<file path="src/rtl/mdio_host_pkg.sv">
package mdio_host_pkg;
   localparam int DSEL_W = 3;
   localparam int DATA_W = 16;
   localparam int PHY_W  = 5;
   localparam int REGN_W = 5;
   localparam int DIVC_W = 5;

   localparam logic [1:0] OP_WR = 2'b01;
   localparam logic [1:0] OP_RD = 2'b10;

   // divider in system clocks for each select code
   function automatic logic [DIVC_W-1:0] div_of(input logic [DSEL_W-1:0] s);
      case (s)
         3'd0:    return 5'd4;
         3'd1:    return 5'd6;
         3'd2:    return 5'd8;
         3'd3:    return 5'd10;
         3'd4:    return 5'd14;
         3'd5:    return 5'd20;
         default: return 5'd28;
      endcase
   endfunction

   // smallest entry not below the clock ratio, else the slowest one
   function automatic logic [DSEL_W-1:0] pick_sel(input int ratio);
      for (int i = 0; i < 7; i++) begin
         if (int'(div_of(i[DSEL_W-1:0])) >= ratio) return i[DSEL_W-1:0];
      end
      return 3'd6;
   endfunction
endpackage

</file>
<file path="src/rtl/mdio_host_clk.sv">
module mdio_host_clk #(
   parameter int CNT_W = 5
) (
   input  logic             clk,
   input  logic             rst_n,
   input  logic             run,
   input  logic [CNT_W-1:0] div,
   output logic             tick_low,
   output logic             tick_rise,
   output logic             mdc
);
   logic [CNT_W-1:0] cnt, cnt_nxt, half;

   assign half = div >> 1;

   always_comb begin
      if (!run)                        cnt_nxt = '0;
      else if (cnt == div - 1'b1)      cnt_nxt = '0;
      else                             cnt_nxt = cnt + 1'b1;
   end

   always_ff @(posedge clk or negedge rst_n) begin
      if (!rst_n) begin
         cnt <= '0;
         mdc <= 1'b0;
      end else begin
         cnt <= cnt_nxt;
         mdc <= run && (cnt_nxt >= half);
      end
   end

   assign tick_low  = run && (cnt == '0);
   assign tick_rise = run && (cnt == half - 1'b1);

   // low-phase length monitor for the checks below
   logic [CNT_W-1:0] lo_cnt;
   always_ff @(posedge clk or negedge rst_n) begin
      if (!rst_n)             lo_cnt <= '0;
      else if (!run || mdc)   lo_cnt <= '0;
      else                    lo_cnt <= lo_cnt + 1'b1;
   end

   a_r3_low_half: assert property (@(posedge clk) disable iff (!rst_n)
      $rose(mdc) |-> (lo_cnt == half));
   a_r3_div_legal: assert property (@(posedge clk) disable iff (!rst_n)
      run |-> (div >= 4));
endmodule

</file>
<file path="src/rtl/mdio_host_eng.sv">
module mdio_host_eng
   import mdio_host_pkg::*;
#(
   parameter int PRE_LEN = 32
) (
   input  logic              clk,
   input  logic              rst_n,
   input  logic              abort,
   input  logic              start,
   input  logic              op_rd,
   input  logic [PHY_W-1:0]  phy,
   input  logic [REGN_W-1:0] regn,
   input  logic [DATA_W-1:0] wdata,
   input  logic              tick_low,
   input  logic              tick_rise,
   input  logic              mdio_i,
   output logic              busy,
   output logic              mdio_o,
   output logic              mdio_oe,
   output logic [DATA_W-1:0] rdata
);
   localparam int FRAME_LEN = PRE_LEN + 32;
   localparam int DRIVE_LEN = PRE_LEN + 14;
   localparam int SAMP_FROM = FRAME_LEN - DATA_W;
   localparam int IDX_W     = $clog2(FRAME_LEN + 1);

   logic [FRAME_LEN-1:0] frame_sh;
   logic [IDX_W-1:0]     idx;
   logic                 rd_q;
   logic [DATA_W-1:0]    rd_sh;

   always_ff @(posedge clk or negedge rst_n) begin
      if (!rst_n) begin
         busy     <= 1'b0;
         mdio_o   <= 1'b1;
         mdio_oe  <= 1'b0;
         rdata    <= '0;
         frame_sh <= '0;
         idx      <= '0;
         rd_q     <= 1'b0;
         rd_sh    <= '0;
      end else if (abort) begin
         busy    <= 1'b0;
         mdio_oe <= 1'b0;
         idx     <= '0;
      end else if (start && !busy) begin
         busy     <= 1'b1;
         rd_q     <= op_rd;
         idx      <= '0;
         frame_sh <= {{PRE_LEN{1'b1}}, 2'b01, (op_rd ? OP_RD : OP_WR), phy, regn,
                      (op_rd ? 2'b11 : 2'b10), (op_rd ? DATA_W'(0) : wdata)};
      end else if (busy) begin
         if (tick_low) begin
            if (idx == IDX_W'(FRAME_LEN)) begin
               busy    <= 1'b0;
               mdio_oe <= 1'b0;
               if (rd_q) rdata <= rd_sh;
            end else begin
               mdio_o   <= frame_sh[FRAME_LEN-1];
               frame_sh <= {frame_sh[FRAME_LEN-2:0], 1'b1};
               mdio_oe  <= !rd_q || (idx < IDX_W'(DRIVE_LEN));
               idx      <= idx + 1'b1;
            end
         end
         if (tick_rise && rd_q && (idx > IDX_W'(SAMP_FROM)))
            rd_sh <= {rd_sh[DATA_W-2:0], mdio_i};
      end
   end

   // line released from the turnaround onward
   a_r5_released: assert property (@(posedge clk) disable iff (!rst_n)
      (busy && rd_q && (idx > IDX_W'(DRIVE_LEN))) |-> !mdio_oe);
   // a write drives every slot
   a_r4_driven: assert property (@(posedge clk) disable iff (!rst_n)
      (busy && !rd_q && (idx != '0)) |-> mdio_oe);
   a_r6_idle_quiet: assert property (@(posedge clk) disable iff (!rst_n)
      !busy |-> !mdio_oe);
endmodule

</file>
<file path="src/rtl/mdio_host.sv">
module mdio_host
   import mdio_host_pkg::*;
#(
   parameter int SYS_CLK_HZ = 100_000_000,
   parameter int MDC_MAX_HZ = 12_500_000,
   parameter int PRE_LEN    = 32,
   parameter int RA_W       = 3
) (
   input  logic              clk,
   input  logic              rst_n,
   input  logic              reg_we,
   input  logic [RA_W-1:0]   reg_addr,
   input  logic [DATA_W-1:0] reg_wdata,
   output logic [DATA_W-1:0] reg_rdata,
   output logic              mdc,
   input  logic              mdio_i,
   output logic              mdio_o,
   output logic              mdio_oe
);
   generate
      if (PRE_LEN < 1 || PRE_LEN > 32) begin : g_bad_pre
         $error("PRE_LEN must lie in 1..32");
      end
      if (MDC_MAX_HZ <= 0 || SYS_CLK_HZ <= 0) begin : g_bad_clk
         $error("clock rates must be positive");
      end
      if (RA_W < 3) begin : g_bad_ra
         $error("RA_W must be at least 3");
      end
   endgenerate

   localparam logic [DSEL_W-1:0] SEL_RST = pick_sel(SYS_CLK_HZ / MDC_MAX_HZ);
   localparam logic [RA_W-1:0] A_CFG = RA_W'(0);
   localparam logic [RA_W-1:0] A_ADR = RA_W'(1);
   localparam logic [RA_W-1:0] A_WD  = RA_W'(2);
   localparam logic [RA_W-1:0] A_CMD = RA_W'(3);
   localparam logic [RA_W-1:0] A_RD  = RA_W'(4);
   localparam logic [RA_W-1:0] A_ST  = RA_W'(5);

   logic [DSEL_W-1:0] sel_q;
   logic              mrst_q;
   logic [PHY_W-1:0]  phy_q;
   logic [REGN_W-1:0] regn_q;
   logic [DATA_W-1:0] wd_q;
   logic              rdbit_q;
   logic [DIVC_W-1:0] div_run_q;
   logic              busy, start_wr, start_rd, tick_low, tick_rise;
   logic [DATA_W-1:0] rd_val;

   assign start_wr = reg_we && (reg_addr == A_WD) && !busy && !mrst_q;
   assign start_rd = reg_we && (reg_addr == A_CMD) && reg_wdata[0] && !rdbit_q
                     && !busy && !mrst_q;

   always_ff @(posedge clk or negedge rst_n) begin
      if (!rst_n) begin
         sel_q     <= SEL_RST;
         mrst_q    <= 1'b0;
         phy_q     <= '0;
         regn_q    <= '0;
         wd_q      <= '0;
         rdbit_q   <= 1'b0;
         div_run_q <= div_of(SEL_RST);
      end else begin
         if (start_wr || start_rd) div_run_q <= div_of(sel_q);
         if (reg_we) begin
            case (reg_addr)
               A_CFG: begin
                  sel_q  <= reg_wdata[DSEL_W-1:0];
                  mrst_q <= reg_wdata[15];
               end
               A_ADR: begin
                  phy_q  <= reg_wdata[8 +: PHY_W];
                  regn_q <= reg_wdata[0 +: REGN_W];
               end
               A_WD:    if (!busy) wd_q <= reg_wdata;
               A_CMD:   if (!busy) rdbit_q <= reg_wdata[0];
               default: ;
            endcase
         end
      end
   end

   always_comb begin
      case (reg_addr)
         A_CFG:   reg_rdata = {mrst_q, 12'h000, sel_q};
         A_ADR:   reg_rdata = {3'b000, phy_q, 3'b000, regn_q};
         A_WD:    reg_rdata = wd_q;
         A_CMD:   reg_rdata = {15'h0000, rdbit_q};
         A_RD:    reg_rdata = rd_val;
         A_ST:    reg_rdata = {15'h0000, busy};
         default: reg_rdata = '0;
      endcase
   end

   mdio_host_clk #(.CNT_W(DIVC_W)) u_clk (
      .clk(clk), .rst_n(rst_n), .run(busy && !mrst_q), .div(div_run_q),
      .tick_low(tick_low), .tick_rise(tick_rise), .mdc(mdc));

   mdio_host_eng #(.PRE_LEN(PRE_LEN)) u_eng (
      .clk(clk), .rst_n(rst_n), .abort(mrst_q), .start(start_wr || start_rd),
      .op_rd(start_rd), .phy(phy_q), .regn(regn_q), .wdata(reg_wdata),
      .tick_low(tick_low), .tick_rise(tick_rise), .mdio_i(mdio_i),
      .busy(busy), .mdio_o(mdio_o), .mdio_oe(mdio_oe), .rdata(rd_val));

   a_r7_change_low: assert property (@(posedge clk) disable iff (!rst_n)
      (!$stable(mdio_o) || !$stable(mdio_oe)) |-> !mdc);
   a_r8_held_idle: assert property (@(posedge clk) disable iff (!rst_n)
      mrst_q |=> (!busy && !mdio_oe));
   a_r9_wd_kept: assert property (@(posedge clk) disable iff (!rst_n)
      (busy && reg_we && (reg_addr == A_WD)) |=> $stable(wd_q));
   a_r9_cmd_kept: assert property (@(posedge clk) disable iff (!rst_n)
      (busy && reg_we && (reg_addr == A_CMD)) |=> $stable(rdbit_q));
endmodule

</file>
<file path="config.mk">
export PLATFORM = sky130hd
export DESIGN_NAME = mdio_host
export DESIGN_NICKNAME = d
export VERILOG_FILES = /design/src/rtl/mdio_host_pkg.sv /design/src/rtl/mdio_host_clk.sv /design/src/rtl/mdio_host_eng.sv /design/src/rtl/mdio_host.sv
export SDC_FILE = /design/constraint.sdc
export NUM_CORES = 1
export LEC_CHECK = 0
export BUFFER_PORTS_ARGS = -buffer_cell sky130_fd_sc_hd__buf_2
export CORE_UTILIZATION = 40
export CTS_CLUSTER_SIZE = 28
export DETAILED_ROUTE_END_ITERATION = 12
export HOLD_SLACK_MARGIN = 0.08
export SLEW_MARGIN = 20
export SYNTH_ARGS = -nofsm -noshare
export SYNTH_HDL_FRONTEND = slang
export SYNTH_SLANG_ARGS = --single-unit
</file>
<file path="constraint.sdc">
create_clock -name clk -period 2.91 [get_ports clk]
set_input_delay 0.4365 -clock clk [delete_from_list [all_inputs] [get_ports clk]]
set_output_delay 0.4365 -clock clk [all_outputs]
set_load 0.005 [all_outputs]
</file>
==> out/results.ini, run 1 <==
[die]
die_area_sq_mm = 0.0173
fp.coreArea_sq_mm = 0.0161
die_w_microns = 131
initial_core_util_pct = 41.5
die_h_microns = 131
rows = 46
pin_count = 42

[route]
wl_per_cell_microns = 16.6
viasPerCell = 5.32
drt_first_pass_iters = 4
vias = 4429
drt_wl_total_mm = 13.8
postRouteAntennaNets = 0
drc = 0
first_iter_violations = 234

[sta]
slew_headroom_pct = 58.3
finClkSkew_ns = 0.00986
setup_viol = 0
finalCriticalPeriod_ns = 2.51
fmax_mhz = 398
worstMarginPinSlew_ns = 0.625
hold_violations = 0
hold_slack_ns = 0.256
drv_slew = 0
fin_crit_sh_pct = 86.4
tns_ns = 0
rsz0062_at_grt = no

[hold_path]
hold_path.startpoint = reg_wdata[9]
hold_end = u_eng.frame_sh[9]
whs_path_depth = 3
hold_class = in2reg

[pwr]
p_sw_share_pct = 29.3
power.density_mw_per_mm2 = 818
pwr-share-comb_pct = 17.2
pwr-share-seq_pct = 47.8
clock_power_share_pct = 35.0
p_int_w = 0.00447
switchingPower_w = 0.00185
leakagePower_nw = 3.35
ir_worst_vdd_uv = 445

[place]
port_buffers = 41
place.gp.congestion = 0.833
dp_hpwl_mm = 9.49

[synth]
synthArstFlopShare_pct = 100
syn_area_sq_mm = 0.00669
ys_warn_count = 0
avgSynthCellArea_sq_um = 11.9
synth_top_area_share_pct = 54.2
synth_common_cells = 145 x dfrtp_1, 58 x nand2_1, 51 x mux2_2
synth_fa_ha_area_share_pct = 1.68
synth_top_cell_by_area = dfrtp_1
synth_cells = 561
synth_edf_count = 0
synth-seq-area-share_pct = 55.4
synth-compound-area-share_pct = 12.5
synth_top_family_by_area = multiplexers
yosys-mux-area-fraction_pct = 15.0
yosysMostFrequentCell = dfrtp_1
synth_simple_gate_area_share_pct = 9.48
synth.area.top_cells = dfrtp_1 54%, mux2_2 8.6%, o22a_1 4.4%
syn_nets = 593
synth_xor_area_share_pct = 1.96
ys_ff_latch = 148
ys.flop_type = dfrtp_1
yosysUniqueCellTypes = 52

[setup_path]
critPathLaunch = div_run_q[1]
cp_max_fo = 6
crit_path_start_kind = flip-flop
end_kind = flip-flop
r2r_slack_ns = 0.40
crit_buf_inv = 1
cp_cell_sequence = inv_1 > ha_1 > xor2_1 > nand3_1 > o31ai_1 > nor2_1 > ha_1 > a21o_1 > a21o_1 > a21oi_1 > o22ai_1
worstSetupPathType = reg2reg
crit_family = compound AO/OA/AOI/OAI gates
reg2reg_to = u_clk.mdc
slowest_stage = dfrtp_1
critPathMaxStageDelay_ns = 0.46
crit_required_ns = 3.21
critPathArrivalTime_ns = 2.82
rr_startpoint = div_run_q[1]
r2r.worst_path.cells = 11

[final_layout]
finalNetCount = 636
n_fill_cell = 1471
drive_above_1_share_pct = 27.1
syn_to_final_growth_pct = 15.4
diodes = 0
seqCellArea_sq_mm = 0.00371
multiInputGateArea_sq_mm = 0.00272

[clock_tree]
cts_buffers = 17
cts_max_path_buffers = 2
cts_tree = yes
htree_levels = 4
clk_pin_slew_ns = 0.07
numClockSinks = 148
clock_latency_ns = 0.43
cts_setup_buffers = 0
cts_root_buf = clkbuf_16
postCtsResizedCells = 0

[grt]
top_usage_layer = met2
gr-usage-met3_pct = 3.51
overflow = 0
track_usage_pct = 17.4
grt_pass1_vias = 4642
grt_pass1_wl_mm = 23.7
grt_max_degree = 54
antenna_found_initial = 0
grt_util_met1_pct = 23.1
grtUsageMet2_pct = 27.5

[outcome]
status = complete, no violations

[run]
maxCapViolCount = 0

power groups by stage:
stage / registers [W] / clock network (W) / logic, W
final: 0.00302 / 0.00221 / 0.00109
after global routing: 0.00310 / 0.00237 / 0.00122
after CTS: 0.00302 / 0.00228 / 0.00111
after detailed placement: 0.00306 / 0 / 0.00110
after global placement: 0.00303 / 0 / 0.00105
after floorplan: 0.00294 / 0 / 0.000848
stage by stage:
step	power [W]	instance area [sq um]	utilization, %	setup WS (ns)	cells
after global routing	0.00669	7720	47.9	0.249	833
after detailed placement	0.00415	7120	44.2	0.388	800
final	0.00632	7720	47.9	0.396	833
after global placement	0.00408	7120	44.2	0.499	800
after CTS	0.00640	7720	47.9	0.376	833
after floorplan	0.00378	6690	-	0.441	561
worst max-delay path by stage:
stage | endpoint | depth (start not counted)
CTS | u_clk.mdc | 11
global placement | u_clk.mdc | 11
floorplan | u_clk.mdc | 11
global route | u_clk.mdc | 11
detailed placement | u_clk.mdc | 11
finish | u_clk.mdc | 11
final cells by class:
| type | count | area share, % |
|---|---|---|
| Clock buffer | 18 | 5.69 |
| Clock inverter | 14 | 2.02 |
| Inverter | 16 | 0.777 |
| Multi-Input combinational cell | 362 | 35.2 |
| Sequential cell | 148 | 48.0 |
| Tap cell | 216 | 3.50 |
| Timing Repair Buffer | 59 | 4.84 |
cells in the final DEF, fill, tap and decap left out, types with 5 or more instances in the layout:
cell and count:
clkbuf_16 17, a31oi_1 10, o22a_1 34, mux2_2 51, a22oi_1 12, ha_1 9, nand3_1 7, xnor2_1 5
mux2i_1 21, mux2_4 13, nand2b_1 5, buf_2 40, dfrtp_1 145, nand2_1 58, buf_4 15, xor2_1 10
nor3_1 5, inv_6 6, inv_8 5, nor2_1 33, inv_1 15, o21ai_0 36, a21oi_1 8, a21o_1 5
worst reg2reg max path, stage by stage, from the launching register on:
cell and delay (ns):
dfrtp_1 0.46, inv_1 0.09, ha_1 0.34, xor2_1 0.18, nand3_1 0.10, o31ai_1 0.32
nor2_1 0.10, ha_1 0.28, a21o_1 0.15, a21o_1 0.17, a21oi_1 0.13, o22ai_1 0.09
sequential cells by signal, indices dropped and copies added (netlist names):
signal,count
u_eng.frame_sh,64
u_eng.rd_sh,16
u_eng.rdata,16
wd_q,16
u_eng.idx,7
phy_q,5
regn_q,5
u_clk.cnt,5
div_run_q,4
sel_q,3
mrst_q,1
rdbit_q,1
u_clk.mdc,1
u_eng.busy,1
u_eng.mdio_o,1
u_eng.mdio_oe,1
u_eng.rd_q,1
what timing repair did:
item                       CTS  global route
hold buffers                 1             0
hold endpoints to repair    49             0
setup endpoints to repair    0             0
metal layers:
layer | vias up | share of wire, %
met3 | 19 | 2.4
met4 | 0 | 1.8
met1 | 2262 | 48
met5 | - | 0
met2 | 62 | 48
li1 | 2086 | -
cells by family after synthesis:
kind of cell,count (synthesis)
and+or+nand+nor,132
muxes,86
buffers and inverters,51
DFF,148
adders and majority gates,9
AOI/OAI and AO/OA,120
xor gates and xnor gates,15
Power figures use the tool's default switching activity.
==> run 2: changes to the inputs <==
- PLACE_DENSITY: unset -> 0.57
==> out/results.ini, run 2 (synthesis gave the netlist of run 1 again) <==
[outcome]
status = complete, no violations

[setup_path]
reg2reg_to = u_clk.mdc
critPathArrivalTime_ns = 2.88
cp_max_fo = 6
r2r.worst_path.cells = 11
worstSetupPathType = reg2reg
crit_required_ns = 3.23
r2r_slack_ns = 0.34
crit_path_start_kind = flip-flop
end_kind = flip-flop
rr_startpoint = div_run_q[1]

[sta]
slew_headroom_pct = 55.7
finalCriticalPeriod_ns = 2.57
fin_crit_sh_pct = 88.2
rsz0062_at_grt = no
setup_viol = 0
drv_slew = 0
worstMarginPinSlew_ns = 0.662
hold_violations = 0
finClkSkew_ns = 0.00944
tns_ns = 0
fmax_mhz = 390

[die]
pin_count = 42
fp.coreArea_sq_mm = 0.0161
initial_core_util_pct = 41.5
die_area_sq_mm = 0.0173
rows = 46
die_h_microns = 131
die_w_microns = 131

[final_layout]
final_cell_mix = 145 x dfrtp_1, 58 x nand2_1, 51 x mux2_2
seqCellArea_sq_mm = 0.00371
drive_above_1_share_pct = 26.7
largest_reg_flops = 64
multiInputGateArea_sq_mm = 0.00272
syn_to_final_growth_pct = 15.3
diodes = 0
regMostFlops = u_eng.frame_sh
finalNetCount = 633
n_fill_cell = 1491
final_common_cell = dfrtp_1

[run]
maxCapViolCount = 0

[route]
vias = 4381
wl_per_cell_microns = 16.5
drt_first_pass_iters = 5
drt_wl_total_mm = 13.7
viasPerCell = 5.28
drc = 0
postRouteAntennaNets = 0
first_iter_violations = 237

[pwr]
p_sw_share_pct = 29.0
p_int_w = 0.00451
ir_worst_vdd_uv = 458
switchingPower_w = 0.00185
leakagePower_nw = 3.34
power.total_w = 0.00636
pwr-share-seq_pct = 47.7
pwr-share-comb_pct = 16.6
clock_power_share_pct = 35.7
power.density_mw_per_mm2 = 824

[grt]
grt_pass1_vias = 4570
grt_max_degree = 94
overflow = 0
antenna_found_initial = 0
grt_pass1_wl_mm = 23.4
track_usage_pct = 17.2

[clock_tree]
htree_levels = 4
cts_buffers = 17
postCtsResizedCells = 0
clock_latency_ns = 0.43
cts_max_path_buffers = 2
numClockSinks = 148
clk_pin_slew_ns = 0.07
cts_root_buf = clkbuf_16
cts_tree = yes

[hold_path]
hold_class = in2reg
hold_end = u_eng.rd_sh[0]
hold_path.startpoint = mdio_i
whs_path_depth = 2

[place]
dp_hpwl_mm = 9.32
place.gp.congestion = 0.803
port_buffers = 41

## run 2: worst max-delay path, cell delays in order, from the launching register on
cell     delay, ns
dfrtp_1       0.46
inv_1         0.08
ha_1          0.33
xor2_1        0.17
nand3_1       0.10
o31ai_1       0.35
nor2_1        0.11
ha_1          0.29
a21o_1        0.17
a21o_1        0.18
a21oi_1       0.14
o22ai_1       0.09
## run 2: metal layers
metal | vias to the layer above | share of wire [%] | global-route usage (%)
li1 | 2076 | - | -
met1 | 2230 | 47 | 22.4
met2 | 55 | 48 | 27.5
met3 | 20 | 3.0 | 4.63
met4 | 0 | 1.6 | 5.88
met5 | - | 0 | 0
## run 2: power by group through the flow
stage	sequential [W]	clock (W)	combinational [W]
finish	0.00303	0.00227	0.00106
global route	0.00311	0.00241	0.00121
CTS	0.00303	0.00232	0.00108
detailed placement	0.00307	0	0.00107
global placement	0.00304	0	0.00103
floorplan	0.00294	0	0.000848
## run 2: timing repair
| action | CTS | global route |
|---|---|---|
| hold buffers | 1 | 0 |
| buffers inserted | 0 | 0 |
| endpoints found under the hold margin | 18 | 0 |
## run 2: layout make-up
| type | instances | share of cell area, % |
|---|---|---|
| multi-input combinational | 362 | 35.2 |
| inverter | 16 | 0.778 |
| clock inverter | 15 | 2.40 |
| clock buffer | 17 | 5.51 |
| sequential | 148 | 48.0 |
| tap | 216 | 3.50 |
| timing repair buffer | 56 | 4.56 |
## run 2: per-stage QoR
stage / utilization, % / std cells / setup WS [ns] / hold WS, ns / cell area [sq um]
3_5_place_dp: 44.0 / 797 / 0.387 / 0.293 / 7100
3_3_place_gp: 44.0 / 797 / 0.490 / 0.292 / 7100
2_1_floorplan: - / 561 / 0.441 / 0.141 / 6690
4_1_cts: 47.9 / 830 / 0.358 / 0.217 / 7720
6_report: 47.9 / 830 / 0.344 / 0.233 / 7720
5_1_grt: 47.9 / 830 / 0.215 / 0.222 / 7720
## run 2: how the worst max path moves through the flow
stage,start,end,slack (ns)
after floorplan,div_run_q[1],u_clk.mdc,0.44
after global placement,div_run_q[1],u_clk.mdc,0.49
after detailed placement,div_run_q[1],u_clk.mdc,0.39
after CTS,div_run_q[1],u_clk.mdc,0.36
after global routing,div_run_q[1],u_clk.mdc,0.21
final,div_run_q[1],u_clk.mdc,0.34
==> run 3: changes to the inputs <==
- CELL_PAD_IN_SITES_DETAIL_PLACEMENT: unset -> 2
- CELL_PAD_IN_SITES_GLOBAL_PLACEMENT: unset -> 2
- CORE_MARGIN: unset -> 5
- CTS_BUF_LIST: unset -> sky130_fd_sc_hd__clkbuf_4
- PLACE_DENSITY: 0.57 -> 0.78
==> out/results.ini, run 3 (synthesis gave the netlist of run 1 again) <==
[sta]
fmax_mhz = 386
setup_viol = 0
slew_headroom_pct = 48.7
hold_slack_ns = 0.140
finalCriticalPeriod_ns = 2.59
fin_crit_sh_pct = 89.0
worstMarginPinSlew_ns = 0.770
drv_slew = 0
hold_violations = 0
tns_ns = 0
finClkSkew_ns = 0.0304
rsz0062_at_grt = no

[route]
first_iter_violations = 164
drc = 0
wl_per_cell_microns = 20.6
viasPerCell = 5.45
drt_first_pass_iters = 4
vias = 4581
postRouteAntennaNets = 0
drt_wl_total_mm = 17.3

[final_layout]
largest_reg_flops = 64
fin_area_sq_mm = 0.00744
regMostFlops = u_eng.frame_sh
final_cell_mix = 145 x dfrtp_1, 58 x nand2_1, 51 x mux2_2
drive_above_1_share_pct = 27.1
finalNetCount = 638
final_common_cell = dfrtp_1
syn_to_final_growth_pct = 11.2

[clock_tree]
clk_pin_slew_ns = 0.16
cts_buffers = 17
htree_levels = 4
clock_latency_ns = 0.57
numClockSinks = 148
cts_tree = yes
cts_max_path_buffers = 2
cts_root_buf = clkbuf_4
postCtsResizedCells = 0

[die]
rows = 47
fp.coreArea_sq_mm = 0.0165
die_area_sq_mm = 0.0194
die_w_microns = 139
initial_core_util_pct = 40.5
die_h_microns = 139
pin_count = 42

[grt]
grt_max_degree = 79
top_usage_layer = met2
grt_util_met1_pct = 22.8
antenna_found_initial = 1
overflow = 0
gr-usage-met3_pct = 3.50
grtUsageMet2_pct = 33.4
grt_pass1_wl_mm = 29.0
track_usage_pct = 18.7
grt_pass1_vias = 5253

[setup_path]
crit_required_ns = 3.36
cp_cell_sequence = inv_1 > ha_1 > xor2_1 > nand3_1 > o31ai_1 > nor2_1 > ha_1 > a21o_1 > a21o_1 > a21oi_1 > o22ai_1
slowest_stage = dfrtp_1
r2r.worst_path.cells = 11
crit_buf_inv = 1
rr_startpoint = div_run_q[1]
crit_family = compound AO/OA/AOI/OAI gates
crit_path_start_kind = flip-flop
r2r_slack_ns = 0.32
worstSetupPathType = reg2reg
reg2reg_to = u_clk.mdc
end_kind = flip-flop
critPathArrivalTime_ns = 3.04
cp_max_fo = 6
critPathMaxStageDelay_ns = 0.50

[pwr]
ir_worst_vdd_uv = 271
power.density_mw_per_mm2 = 737
leakagePower_nw = 3.22

[hold_path]
hold_path.startpoint = reg_wdata[14]
hold_end = u_eng.frame_sh[14]
hold_class = in2reg
whs_path_depth = 3

[place]
port_buffers = 41
dp_hpwl_mm = 12.3
place.gp.congestion = 0.838
placed_cell_area_sq_mm = 0.00713

[run]
maxCapViolCount = 0

[outcome]
status = complete, no violations

==> run 3: power breakdown <==
part | switching, W | total (W) | internal, W
Combinational | 0.000563 | 0.00113 | 0.000571
Clock | 0.000894 | 0.00129 | 0.000399
Sequential | 0.000410 | 0.00305 | 0.00264
==> run 3: worst register-to-register path, stage by stage (launching register included) <==
cell	delay, ns
dfrtp_1	0.50
inv_1	0.08
ha_1	0.33
xor2_1	0.15
nand3_1	0.09
o31ai_1	0.35
nor2_1	0.12
ha_1	0.29
a21o_1	0.16
a21o_1	0.17
a21oi_1	0.13
o22ai_1	0.11
==> run 3: how the worst max path moves through the flow <==
| stage | from | end | slack (ns) | depth (start not counted) |
|---|---|---|---|---|
| 2_1_floorplan | div_run_q[1] | u_clk.mdc | 0.44 | 11 |
| 3_3_place_gp | div_run_q[1] | u_clk.mdc | 0.47 | 11 |
| 3_5_place_dp | div_run_q[1] | u_clk.mdc | 0.32 | 11 |
| 4_1_cts | div_run_q[1] | u_clk.mdc | 0.31 | 11 |
| 5_1_grt | div_run_q[1] | u_clk.mdc | 0.12 | 11 |
| 6_report | div_run_q[1] | u_clk.mdc | 0.32 | 11 |
==> run 3: final cells by class <==
type | instances | area [sq um]
inverter | 16 | 60.1
timing repair buffer | 61 | 392
antenna | 1 | 2.50
clock inverter | 15 | 160
clock buffer | 17 | 128
tap | 220 | 275
sequential | 148 | 3710
multi-input combinational | 362 | 2720
fill | 1676 | 9080
==> run 3: metrics by stage <==
stage	total power (W)	utilization, %	instances	worst slack (ns)
after CTS	0.00557	45.0	839	0.309
after detailed placement	0.00424	43.2	805	0.316
final	0.00548	45.0	840	0.319
after floorplan	0.00378	-	561	0.441
after global placement	0.00410	43.2	805	0.465
after global routing	0.00586	45.0	840	0.124
==> run 3: layer usage <==
metal / wire length [microns] / vias to the layer above
met4: 355 / 0
met2: 9250 / 53
met3: 295 / 29
met1: 7400 / 2423
met5: 0 / -
li1: - / 2076
==> run 3: repair_timing <==
item	4_1_cts	5_1_grt
endpoints found under the setup margin	0	0
hold endpoints to repair	74	0
buffers inserted	0	0
hold buffers	2	0
